[config.mk]
export PLATFORM = sky130hd
export DESIGN_NAME = flow_reorder_tracker
export DESIGN_NICKNAME = d
export VERILOG_FILES = /design/src/rtl/frt_pkg.sv /design/src/rtl/frt_lowest_pick.sv /design/src/rtl/frt_flow_cam.sv /design/src/rtl/frt_tx_arb.sv /design/src/rtl/flow_reorder_tracker.sv
export SDC_FILE = /design/constraint.sdc
export NUM_CORES = 1
export LEC_CHECK = 0
export ABC_AREA = 1
export CAP_MARGIN = 20
export CORE_MARGIN = 10
export CORE_UTILIZATION = 40
export CTS_CLUSTER_DIAMETER = 120
export DETAILED_ROUTE_END_ITERATION = 16
export HOLD_SLACK_MARGIN = 0.1
export PLACE_DENSITY = 0.59
export SETUP_SLACK_MARGIN = 0.15
export SLEW_MARGIN = 20
export SYNTH_ARGS = -nofsm -noshare
export SYNTH_HDL_FRONTEND = slang
export SYNTH_HIERARCHICAL = 1
export SYNTH_SLANG_ARGS = --single-unit
[constraint.sdc]
create_clock -name clk -period 6.5 [get_ports clk]
set_clock_uncertainty 0.1 [all_clocks]
set_input_delay 1.3 -clock clk [delete_from_list [all_inputs] [get_ports clk]]
set_output_delay 1.3 -clock clk [all_outputs]
set_load 0.005 [all_outputs]
[src/rtl/frt_pkg.sv]
package frt_pkg;
   localparam int DEF_BLOCKS = 32;
   localparam int DEF_FLOWS  = 8;
   localparam int DEF_FID_W  = 8;
endpackage

[src/rtl/frt_lowest_pick.sv]
module frt_lowest_pick #(
   parameter int N = 8,
   localparam int W = (N > 1) ? $clog2(N) : 1
) (
   input  logic [N-1:0] req,
   output logic         found,
   output logic [W-1:0] idx
);
   always_comb begin
      found = 1'b0;
      idx   = '0;
      for (int i = N - 1; i >= 0; i--) begin
         if (req[i]) begin
            found = 1'b1;
            idx   = W'(i);
         end
      end
   end
endmodule

[src/rtl/frt_flow_cam.sv]
module frt_flow_cam #(
   parameter int FLOWS = 8,
   parameter int FID_W = 8,
   localparam int FL_W = (FLOWS > 1) ? $clog2(FLOWS) : 1
) (
   input  logic [FLOWS-1:0]            ent_valid,
   input  logic [FLOWS-1:0][FID_W-1:0] ent_fid,
   input  logic [FID_W-1:0]            key,
   output logic                        hit,
   output logic [FL_W-1:0]             hit_idx,
   output logic                        empty_any,
   output logic [FL_W-1:0]             empty_idx
);
   logic [FLOWS-1:0] match;

   for (genvar i = 0; i < FLOWS; i++) begin : g_cmp
      assign match[i] = ent_valid[i] && (ent_fid[i] == key);
   end

   frt_lowest_pick #(.N(FLOWS)) u_hit (
      .req   (match),
      .found (hit),
      .idx   (hit_idx)
   );

   frt_lowest_pick #(.N(FLOWS)) u_empty (
      .req   (~ent_valid),
      .found (empty_any),
      .idx   (empty_idx)
   );
endmodule

[src/rtl/frt_tx_arb.sv]
module frt_tx_arb #(
   parameter int FLOWS  = 8,
   parameter bit RR_ARB = 1'b1,
   localparam int FL_W = (FLOWS > 1) ? $clog2(FLOWS) : 1
) (
   input  logic             clk,
   input  logic             rst_n,
   input  logic [FLOWS-1:0] elig,
   output logic             gnt_v,
   output logic [FL_W-1:0]  gnt_idx
);
   if (RR_ARB) begin : g_rr
      logic [FL_W-1:0] ptr;
      int              j;

      always_comb begin
         gnt_v   = 1'b0;
         gnt_idx = '0;
         j       = 0;
         for (int k = FLOWS - 1; k >= 0; k--) begin
            j = int'(ptr) + k;
            if (j >= FLOWS) j = j - FLOWS;
            if (elig[j]) begin
               gnt_v   = 1'b1;
               gnt_idx = FL_W'(j);
            end
         end
      end

      always_ff @(posedge clk) begin
         if (!rst_n) begin
            ptr <= '0;
         end else if (gnt_v) begin
            ptr <= (gnt_idx == FL_W'(FLOWS - 1)) ? '0 : gnt_idx + 1'b1;
         end
      end
   end else begin : g_fixed
      frt_lowest_pick #(.N(FLOWS)) u_fix (
         .req   (elig),
         .found (gnt_v),
         .idx   (gnt_idx)
      );
   end
endmodule

[src/rtl/flow_reorder_tracker.sv]
module flow_reorder_tracker #(
   parameter int NUM_BLOCKS = frt_pkg::DEF_BLOCKS,
   parameter int NUM_FLOWS  = frt_pkg::DEF_FLOWS,
   parameter int FID_W      = frt_pkg::DEF_FID_W,
   parameter bit RR_ARB     = 1'b1,
   localparam int BLK_W = $clog2(NUM_BLOCKS)
) (
   input  logic             clk,
   input  logic             rst_n,
   input  logic             disp_valid,
   input  logic [FID_W-1:0] disp_flow,
   output logic             disp_ready,
   output logic [BLK_W-1:0] disp_block,
   input  logic             done_valid,
   input  logic [BLK_W-1:0] done_block,
   output logic             done_err,
   output logic             tx_valid,
   output logic [BLK_W-1:0] tx_block,
   output logic [FID_W-1:0] tx_flow
);
   localparam int FL_W = (NUM_FLOWS > 1) ? $clog2(NUM_FLOWS) : 1;

   if (NUM_BLOCKS < 2) begin : g_bad_blocks
      $error("NUM_BLOCKS must be at least 2");
   end
   if ((1 << BLK_W) != NUM_BLOCKS) begin : g_bad_pow2
      $error("NUM_BLOCKS must be a power of two");
   end
   if (NUM_FLOWS < 2) begin : g_bad_flows
      $error("NUM_FLOWS must be at least 2");
   end
   if (FID_W < 1) begin : g_bad_fid
      $error("FID_W must be at least 1");
   end

   // block table
   logic [NUM_BLOCKS-1:0]            blk_valid;
   logic [NUM_BLOCKS-1:0]            blk_done;
   logic [NUM_BLOCKS-1:0][BLK_W-1:0] blk_next;

   // flow table
   logic [NUM_FLOWS-1:0]             fl_valid;
   logic [NUM_FLOWS-1:0][FID_W-1:0]  fl_id;
   logic [NUM_FLOWS-1:0][BLK_W-1:0]  fl_head;
   logic [NUM_FLOWS-1:0][BLK_W-1:0]  fl_tail;

   logic             free_any;
   logic [BLK_W-1:0] free_idx;
   logic             hit, empty_any;
   logic [FL_W-1:0]  hit_idx, empty_idx;
   logic [NUM_FLOWS-1:0] elig;
   logic             gnt_v;
   logic [FL_W-1:0]  gnt_idx;
   logic             tx_last, disp_fire, done_bad, restart;

   frt_lowest_pick #(.N(NUM_BLOCKS)) u_free (
      .req   (~blk_valid),
      .found (free_any),
      .idx   (free_idx)
   );

   frt_flow_cam #(.FLOWS(NUM_FLOWS), .FID_W(FID_W)) u_cam (
      .ent_valid (fl_valid),
      .ent_fid   (fl_id),
      .key       (disp_flow),
      .hit       (hit),
      .hit_idx   (hit_idx),
      .empty_any (empty_any),
      .empty_idx (empty_idx)
   );

   for (genvar f = 0; f < NUM_FLOWS; f++) begin : g_elig
      assign elig[f] = fl_valid[f] && blk_done[fl_head[f]];
   end

   frt_tx_arb #(.FLOWS(NUM_FLOWS), .RR_ARB(RR_ARB)) u_arb (
      .clk     (clk),
      .rst_n   (rst_n),
      .elig    (elig),
      .gnt_v   (gnt_v),
      .gnt_idx (gnt_idx)
   );

   assign tx_valid   = gnt_v;
   assign tx_block   = fl_head[gnt_idx];
   assign tx_flow    = fl_id[gnt_idx];
   assign tx_last    = (fl_head[gnt_idx] == fl_tail[gnt_idx]);

   assign disp_ready = free_any && (hit || empty_any);
   assign disp_block = free_idx;
   assign disp_fire  = disp_valid && disp_ready;
   // the flow being appended to drains its only block this very cycle
   assign restart    = gnt_v && tx_last && hit && (gnt_idx == hit_idx);

   assign done_bad   = done_valid && (!blk_valid[done_block] || blk_done[done_block]);

   always_ff @(posedge clk) begin
      if (!rst_n) begin
         blk_valid <= '0;
         blk_done  <= '0;
         blk_next  <= '0;
         done_err  <= 1'b0;
      end else begin
         done_err <= done_bad;
         if (gnt_v) begin
            blk_valid[tx_block] <= 1'b0;
            blk_done[tx_block]  <= 1'b0;
         end
         if (done_valid && !done_bad) begin
            blk_done[done_block] <= 1'b1;
         end
         if (disp_fire) begin
            blk_valid[free_idx] <= 1'b1;
            blk_done[free_idx]  <= 1'b0;
            if (hit && !restart) begin
               blk_next[fl_tail[hit_idx]] <= free_idx;
            end
         end
      end
   end

   always_ff @(posedge clk) begin
      if (!rst_n) begin
         fl_valid <= '0;
         fl_id    <= '0;
         fl_head  <= '0;
         fl_tail  <= '0;
      end else begin
         if (gnt_v) begin
            if (tx_last) begin
               fl_valid[gnt_idx] <= 1'b0;
            end else begin
               fl_head[gnt_idx] <= blk_next[tx_block];
            end
         end
         if (disp_fire) begin
            if (hit) begin
               if (restart) begin
                  fl_valid[hit_idx] <= 1'b1;
                  fl_head[hit_idx]  <= free_idx;
               end
               fl_tail[hit_idx] <= free_idx;
            end else begin
               fl_valid[empty_idx] <= 1'b1;
               fl_id[empty_idx]    <= disp_flow;
               fl_head[empty_idx]  <= free_idx;
               fl_tail[empty_idx]  <= free_idx;
            end
         end
      end
   end
endmodule

-- Word-level counts from Yosys, hierarchy flattened
Cells that the tools add are included.
- logic and storage cells: 403
- register bits: 380
- input bits: 17
- output and inout bits: 21
- reductions and logical operators: 38
- muxes and demuxes: 225
- equal/unequal tests: 11
- add/sub/neg operators: 16
- bitwise logic cells: 14
- order comparisons: 38
- operators with widths (kind ; count):
    two-way mux 32 bit ; 16
    two-way mux 40 bit ; 7
    < comparator 32 x 5 -> 1 bit, second input constant ; 8
    >= comparator 32 x 5 -> 1 bit, second input constant ; 7
    subtractor 32 x 5 -> 32 bit, second input constant ; 7
    bitwise mux 40 bit ; 5
    two-way mux 5 bit ; 40
    bitwise mux 160 bit ; 1
    bitwise AND 32 bit ; 3
    inverter 32 bit ; 3
    two-way mux 1 bit ; 88
    two-way mux 3 bit ; 25
    < comparator 5 x 6 -> 1 bit, second input constant ; 12
    bitwise mux 64 bit ; 1
    equality test 8 bit ; 8
    two-way mux 8 bit ; 8
    OR 32 bit ; 2
    binary-select mux 1 bit (select 5 bit) ; 10
    binary-select mux 5 bit (select 3 bit) ; 3
    demux 5 bit (select 3 bit) ; 3
    logical AND 1 bit ; 31
    binary-select mux 5 bit (select 5 bit) ; 1
    demux 5 bit (select 5 bit) ; 1
    binary-select mux 1 bit (select 3 bit) ; 8
    23 further kinds ; 44

-- Depth between registers and ports, before layout
Gate-level depths: netlist of the first run.
- depth in word-level cells: 40
- mapped depth: 45
- mapped depth without buffers: 40

-- Hierarchy
Netlist of the first run, hierarchy kept.
- modules (own cells, without submodules) (module ; instances ; cells an instance ; sequential area each (µm²) ; area an instance (µm²)):
    flow_reorder_tracker ; 1 ; 3605 ; 7547.2 ; 21977.3
    frt_flow_cam ; 1 ; 265 ; 0.0 ; 1144.8
    frt_tx_arb ; 1 ; 139 ; 60.1 ; 839.6
    frt_lowest_pick at u_free ; 1 ; 107 ; 0.0 ; 442.9
    frt_lowest_pick at u_cam.u_empty ... ; 2 ; 22 ; 0.0 ; 98.8

-- Worst setup path after synthesis of the first run
No wires, ideal clock.
- path kind: reg-to-output
- start point: reg fl_head[30] in the netlist's numbering
- end point: out tx_flow[3]
- arrival: 3565 ps
- path slack: 1535 ps
- required time: 5100 ps
- stages on the path, launching flop included: 26
- cells stage by stage: dfxtp_1 -> clkbuf_1 -> inv_1 -> clkbuf_1 -> nor2_1 -> o221ai_1 -> nand3_1 -> nand3_1 -> nand2_1 -> a31oi_1 -> nand2_1 -> nand3_1 -> nand3_1 -> nand2_1 -> inv_2 -> o21ai_0 -> o21ai_0 -> nand2_1 -> nand2_1 -> a21oi_1 -> buf_4 -> inv_2 -> buf_2 -> nor3_1 -> a221oi_1 -> nand4_1
- longest elaborated chain between the ends: 16
- RTL lines (element ; RTL line ; source):
    from (decl) ; flow_reorder_tracker.sv:44 ; logic [NUM_FLOWS-1:0][BLK_W-1:0] fl_head;
    from (signal, indexed assignment) ; flow_reorder_tracker.sv:133 ; fl_head[gnt_idx] <= blk_next[tx_block];
    from (signal, indexed assignment) ; flow_reorder_tracker.sv:140 ; fl_head[hit_idx] <= free_idx;
    from (signal, indexed assignment) ; flow_reorder_tracker.sv:146 ; fl_head[empty_idx] <= free_idx;
    binary-select mux 1 bit (select 5 bit) * ; flow_reorder_tracker.sv:73 ; assign elig[f] = fl_valid[f] && blk_done[fl_head[f]];
    two-way mux 1 bit (not written as such) * ; flow_reorder_tracker.sv:73 ;
    logical AND 1 bit * ; flow_reorder_tracker.sv:73 ;
    net elig[6] ; flow_reorder_tracker.sv:51 ; logic [NUM_FLOWS-1:0] elig;
    binary-select mux 1 bit (select 3 bit) ; frt_tx_arb.sv:23 ; if (elig[j]) begin
    two-way mux 1 bit (not written as such) (2 in series) ; frt_tx_arb.sv:23 ;
    two-way mux 3 bit (7 in series) ; frt_tx_arb.sv:23 ;
    two-way mux 3 bit * ; frt_tx_arb.sv:23 ;
    net gnt_idx[1] ; flow_reorder_tracker.sv:53 ; logic [FL_W-1:0] gnt_idx;
    binary-select mux 8 bit (select 3 bit) * ; flow_reorder_tracker.sv:86 ; assign tx_flow = fl_id[gnt_idx];
    two-way mux 8 bit (not written as such) * ; flow_reorder_tracker.sv:86 ;
    to (decl) ; flow_reorder_tracker.sv:19 ; output logic [FID_W-1:0] tx_flow
The timed path passes the listed nets; every way through them passes the cells marked *. The select of a mux whose other input is x is not followed.

-- Worst setup path after layout of the first run
- start point: reg blk_done[2]
- end point: out tx_flow[3]
- longest elaborated chain between the ends: 16
- RTL lines (element ; RTL line ; source):
    from (decl) ; flow_reorder_tracker.sv:38 ; logic [NUM_BLOCKS-1:0] blk_done;
    from (signal assigned) ; flow_reorder_tracker.sv:100 ; blk_done <= '0;
    from (signal, indexed assignment) ; flow_reorder_tracker.sv:107 ; blk_done[tx_block] <= 1'b0;
    from (signal, indexed assignment) ; flow_reorder_tracker.sv:110 ; blk_done[done_block] <= 1'b1;
    binary-select mux 1 bit (select 5 bit) * ; flow_reorder_tracker.sv:73 ;
    two-way mux 1 bit (not written as such) * ; flow_reorder_tracker.sv:73 ;
    logical AND 1 bit * ; flow_reorder_tracker.sv:73 ;
    net elig[0] ; flow_reorder_tracker.sv:51 ;
    binary-select mux 1 bit (select 3 bit) ; frt_tx_arb.sv:23 ;
    two-way mux 1 bit (not written as such) (2 in series) ; frt_tx_arb.sv:23 ;
    two-way mux 3 bit (7 in series) ; frt_tx_arb.sv:23 ;
    two-way mux 3 bit * ; frt_tx_arb.sv:23 ;
    net gnt_idx[1] ; flow_reorder_tracker.sv:53 ;
    binary-select mux 8 bit (select 3 bit) * ; flow_reorder_tracker.sv:86 ;
    two-way mux 8 bit (not written as such) * ; flow_reorder_tracker.sv:86 ;
Marked as above.

==> results of run 1 <==
final cells by class:
class / instances / area share [%]
Timing Repair Buffer: 164 / 5.063
Sequential cell: 380 / 27.40
Timing Repair inverter: 2 / 0.04481
Tap cell: 782 / 3.504
Inverter: 351 / 4.906
Multi-Input combinational cell: 3200 / 53.19
Clock inverter: 18 / 1.138
Clock buffer: 65 / 4.745
power groups by stage:
stage          clock network (mW)  logic (mW)  registers [mW]
6_report                     2.85        6.06            2.52
5_1_grt                      2.97        6.42            2.53
4_1_cts                      2.88        5.66            2.51
3_5_place_dp                    0        5.47            2.56
3_3_place_gp                    0        5.49            2.57
2_1_floorplan                   0        3.37            2.51
layer usage:
layer | vias up | wire length (um)
met5 | - | 0
met4 | 0 | 4138
met3 | 246 | 9920
met2 | 1384 | 42950
met1 | 12980 | 43480
li1 | 13540 | -
worst max-delay path: stages, from the launching register on:
cell,delay [ps]
dfxtp_1,760
o21ai_0,190
o221ai_1,210
nand3_1,100
nand2_1,90
o211a_1,270
nand2_1,110
nand3_1,120
nand3_1,120
nand2_1,110
inv_2,60
nand3_1,60
o21ai_0,70
o21ai_0,140
nand2_1,60
nand2_1,100
a21oi_4,110
inv_2,150
buf_6,180
nor3_1,60
buf_4,200
a221oi_2,390
nand4_1,180
clkdlybuf4s50_1,490
state kept, by name, summed over array words and instances, names as in the netlist:
signal and count:
blk_next 160, fl_id 64, fl_head 40, fl_tail 40
blk_done 32, blk_valid 32, fl_valid 8, u_arb/g_rr.ptr 3
done_err 1
what timing repair did:
| action | CTS | global route |
|---|---|---|
| endpoints found under the setup margin | 13 | 13 |
| hold buffers | 0 | 0 |
| gates resized for setup | 36 | 64 |
| cloned | 1 | 2 |
| pin swaps | 1 | 3 |
| buffers inserted | 10 | 13 |
cells by family (layout without fill, tap and decap cells):
group,after synthesis,after routing,synth area share [%]
AND/OR/NAND/NOR,2286,2286,38.54
buffers and inverters,580,600,9.759
multiplexers,4,4,0.1627
XOR/XNOR,19,19,0.7527
flip-flops,380,380,30.92
adder cells (fa/ha/maj),4,4,0.2034
AO/OA/AOI/OAI,887,887,19.66
metrics by stage:
stage,cells,cell area (um^2),hold slack (ps),util [%],setup WS (ps)
after global placement,4853,25750,348.4,42.51,30.21
after detailed placement,4853,25750,353.0,42.51,153.6
after CTS,4947,27590,362.0,45.55,148.8
after floorplan,4160,24600,339.5,-,1535
final,4962,27920,360.3,46.09,174.4
after global routing,4962,27920,379.7,46.09,46.89
cells in the final DEF (no fill, tap or decap), types with 15 or more instances in the layout:
cell             instances
nand2_1               1379
nor2_1                 418
a21oi_1                383
dfxtp_1                352
nand3_1                338
o21ai_0                330
inv_1                  292
buf_4                  116
clkbuf_16               49
nand2_2                 47
o221ai_1                39
inv_2                   32
clkdlybuf4s50_1         30
o21ai_1                 28
nand4_1                 28
o22ai_1                 26
nor3_1                  25
a22oi_1                 25
dfxtp_2                 24
xnor2_1                 17
clkinvlp_4              15
final timing paths:
| check | to | slack, ps | startpoint |
|---|---|---|---|
| worst min-delay path | blk_next[125] | 360 | blk_next[125] |
| worst max-delay path | tx_flow[3] | 170 | blk_done[2] |
| worst min register to register | blk_next[125] | 360 | blk_next[125] |
| worst max register to register | fl_head[38] | 690 | blk_done[2] |
==> impl_metrics.tcl, run 1 <==
set metrics [dict create \
    cts-root-buf "clkbuf_16" \
    fillers 6527 \
    dieArea_um2 71830 \
    multiInputGateArea_um2 14850 \
    fmax_mhz 158.1 \
    cp.required_ps 5100 \
    synth_area_leader_cell "dfxtp_1" \
    yosys_register_bits 380 \
    comb_power_share_pct 53.0 \
    worst_pin_slew_ps 1027 \
    yosys.area.top_type_share_pct 30.92 \
    gp_congestion 0.9704 \
    reg2reg_depth 32 \
    syn_nets 4181 \
    whs_path_depth 2 \
    core_um2 60580 \
    start_kind "register" \
    powerDensity_nw_per_um2 409.3 \
    grt_max_degree 90 \
    ys_seq_area_share_pct 30.92 \
    cts.clk_slew.worst_paths_ps 50 \
    clock_power_share_pct 25.0 \
    worstPathArrival_ps 4930 \
    track_usage_pct 27.03 \
    syn_area_um2 24600 \
    hold_class "register to register" \
    postRouteAntennaNets 0 \
    status "complete, no violations" \
    pwr-share-seq_pct 22.0 \
    top_usage_layer "met2" \
    crit_type "register to output pin" \
    fp.dieW_um 268.0 \
    cts_tree "built" \
    p_sw_mw 5.751 \
    grt_pass1_vias 25730 \
    io_buffers 37 \
    cts.sinks 380 \
    synthTopCellsByCount "1384 x nand2_1, 421 x nor2_1, 387 x a21oi_1" \
    vias 28150 \
    n_antenna_cell 0 \
    drive_gt1_share_pct 9.258 \
    grt_use_met1_pct 37.54 \
    peakVddDrop_v 0.0005423 \
    drv_cap 0 \
    antenna_found_initial 0 \
    synth.distinct_cells 53 \
    rsz0062_at_grt "true" \
    rows 90 \
    synthFlopType "dfxtp_1" \
    gr-usage-met2_pct 41.12 \
    period_share_pct 97.32 \
    dp_hpwl_mm 68.72 \
    cts_buffers 47 \
    die-height_um 268.0 \
    post-synth-top-count-cell "nand2_1" \
    setup_viol_count_final 0 \
    grt_overflow_total 0 \
    async_reset_ff_share_pct 0 \
    htree_levels 2 \
    hold_violations 0 \
    maxSlewViolCount 0 \
    power_mw 11.43 \
    wl_per_cell_um 20.25 \
    cts_buffer_depth 3 \
    synth_top_cells_by_area "dfxtp_1 31%, nand2_1 21%, a21oi_1 7.9%" \
    fin_crit_ps 6326 \
    slew_headroom_pct 31.53 \
    synthCells 4160 \
    p_leak_nw 11.64 \
    top_level_ports 38 \
    synth_edf_count 0 \
    end_kind "output pin" \
    grt_pass1_wl_mm 153.7 \
    vias_per_cell 5.673 \
    nNetsFinal 4167 \
    regArea_um2 7652 \
    grtUsageMet3_pct 4.214 \
    tns_ps 0 \
    dr.pass1.iters 7 \
    switching_share_pct 50.31 \
    area_growth_syn_to_layout_pct 13.50 \
    yosysWarnings 6 \
    start_util_pct 40.61 \
    internal_power_mw 5.680 \
    clock_latency_ps 630 \
    drt_iter0_drc 3360 \
    finalWirelength_mm 100.5 \
    crit_fanout 11 \
    syn_avg_cell_area_um2 5.914 \
    drc 0 \
]
Note: power is estimated with default switching activity, not from simulation.
==> inputs of run 2 (changes only) <==
Settings changed: PLACE_DENSITY 0.59 to 0.62.
==> run 2 against run 1 <==
Compared with the run above:
- global-route usage shrank 0.40 points
- largest power group unchanged
- sequential power is essentially flat
- first-iteration DRC count shrank 0.39%
- sequential share of layout area grew 0.16 points
- clock power shrank 6%
- combinational power shrank 4.1%
- count of clock-buffer cells in the layout grew 1
- utilization shrank 0.31 points
- non-clock buffer count shrank 4
- die area is the same
- hold slack is essentially flat
==> impl_metrics.tcl, run 2 (synthesis results as in run 1) <==
set metrics [dict create \
    gp_congestion 0.9594 \
    area_growth_syn_to_layout_pct 12.73 \
    grt_max_degree 161 \
    cts.clk_slew.worst_paths_ps 60 \
    status "complete, no violations" \
    period_share_pct 95.19 \
    final_util_pct 45.78 \
    fp.dieW_um 268.0 \
    crit_type "register to output pin" \
    r2r_setup_slack_ps 920 \
    cts-root-buf "clkbuf_16" \
    track_usage_pct 26.64 \
    min-delay-start "blk_next[29]" \
    postRouteAntennaNets 0 \
    n_antenna_cell 0 \
    hold_violations 0 \
    place_area_um2 25770 \
    dr.pass1.iters 6 \
    worstPathArrival_ps 4790 \
    multiInputGateArea_um2 14790 \
    cp_num_buf_inv 4 \
    maxSlewViolCount 0 \
    tns_ps 0 \
    io_buffers 37 \
    setup_viol_count_final 0 \
    htree_levels 2 \
    finalWirelength_mm 99.13 \
    rsz0062_at_grt "true" \
    cts_buffer_depth 3 \
    reg2reg_depth 38 \
    fmax_mhz 161.6 \
    grt_pass1_wl_mm 151.8 \
    grt_pass1_vias 25280 \
    cts_hold_buf 0 \
    drive_gt1_share_pct 9.004 \
    wl_per_cell_um 19.99 \
    final_common_cell "nand2_1" \
    drt_iter0_drc 3347 \
    dieArea_um2 71830 \
    final_cell_area_um2 27740 \
    regMostFlops "blk_next" \
    p_leak_nw 11.56 \
    clock_latency_ps 600 \
    die-height_um 268.0 \
    vias_per_cell 5.661 \
    slew_headroom_pct 31.01 \
    reg_top3 "blk_next x160, fl_id x64" \
    r2r_end "fl_head[0]" \
    top_level_ports 38 \
    cts.sinks 380 \
    core_um2 60580 \
    drv_cap 0 \
    max_stage_delay_ps 740 \
    powerDensity_nw_per_um2 397.7 \
    regArea_um2 7646 \
    worst_pin_slew_ps 1031 \
    crit_fanout 14 \
    start_kind "register" \
    grt_overflow_total 0 \
    whs_path_depth 2 \
    cp_cell_sequence "o21ai_0 -> o221ai_1 -> nand3_1 -> a31oi_4 -> nand2_1 -> nand3_1 -> nand3_1 -> nand2_1 -> inv_2 -> nand3_1 -> o21ai_0 -> o21ai_0 -> nand2_1 -> nand2_1 -> a21oi_4 -> inv_4 -> nor3_1 -> buf_4 -> a221oi_1 -> nand4_1 -> clkdlybuf4s50_1" \
    fin_crit_ps 6187 \
    largest_reg_flops 160 \
    fillers 6493 \
    crit_cells 21 \
    dp_hpwl_mm 68.50 \
    end_kind "output pin" \
    nNetsFinal 4161 \
    cpLargestDelayFamily "compound AO/OA/AOI/OAI gates" \
    start_util_pct 40.61 \
    cts_tree "built" \
    final_cell_mix "1380 x nand2_1, 417 x nor2_1, 383 x a21oi_1" \
    cp.required_ps 5100 \
    rows 90 \
    cts_buffers 46 \
    drc 0 \
    antenna_found_initial 3 \
    peakVddDrop_v 0.0004830 \
    r2r-start "fl_head[10]" \
    slowest_stage "dfxtp_1" \
    min_to "blk_next[29]" \
    hold_class "register to register" \
    vias 28070 \
]
## run 2: cell count changes in the layout (fill, tap and decap cells not counted), moves of 3 or more
cell	change
buf_4	-7
clkinv_2	+6
clkinvlp_4	-6
buf_6	+3
bufinv_16	-3
clkbuf_8	+3
dfxtp_1	+3
inv_1	+3
## run 2: worst max path at each step
| stage | slack, ps | start | end |
|---|---|---|---|
| finish | 310 | blk_done[1] | tx_flow[7] |
| global route | 80 | fl_head[35] | tx_flow[6] |
| CTS | 140 | fl_head[25] | tx_flow[6] |
| global placement | 280 | fl_head[30] | tx_flow[6] |
| detailed placement | 190 | fl_head[30] | tx_flow[6] |
| floorplan | 1530 | fl_head[30] | tx_flow[3] |
## run 2: layout make-up
cell class,instances,area share [%]
Inverter,351,4.917
Timing Repair inverter,1,0.02707
Timing Repair Buffer,160,5.057
Multi-Input combinational cell,3200,53.34
Clock buffer,66,4.822
Sequential cell,380,27.57
Clock inverter,18,0.7443
Tap cell,782,3.528
## run 2: power breakdown
| group | switching [mW] | internal [mW] | leakage, nW | total [mW] |
|---|---|---|---|---|
| logic | 4.37 | 1.44 | 7.71 | 5.81 |
| registers | 0.117 | 2.41 | 3.08 | 2.53 |
| clock network | 1.10 | 1.59 | 0.760 | 2.69 |
| total | 5.59 | 5.44 | 11.6 | 11.0 |
## run 2: stage by stage
stage	std cells	hold WS (ps)	power [mW]	worst slack, ps
floorplan	4160	339.5	5.883	1535
global placement	4852	348.5	7.868	275.8
detailed placement	4852	352.6	7.871	190.3
CTS	4943	361.6	10.60	142.3
global route	4958	372.9	11.50	77.31
finish	4958	360.7	11.03	312.8
## run 2: metal layers
| metal | vias to the layer above | track usage (%) | part of all wire [%] |
|---|---|---|---|
| met5 | - | 0 | 0.039 |
| met4 | 6 | 9.115 | 3.6 |
| met3 | 243 | 5.878 | 10 |
| met2 | 1426 | 41.19 | 44 |
| met1 | 12850 | 36.05 | 42 |
| li1 | 13550 | - | - |
## run 2: repair_timing
action	4_1_cts	5_1_grt
buffers inserted	7	13
pin swaps	1	1
gates cloned	0	1
endpoints found under the setup margin	13	13
resized for setup	20	62
## run 2: tightest hold or removal path, cell delays in order (launching register included)
cell,delay [ps]
dfxtp_1,300
nand2_1,60
a21oi_1,50
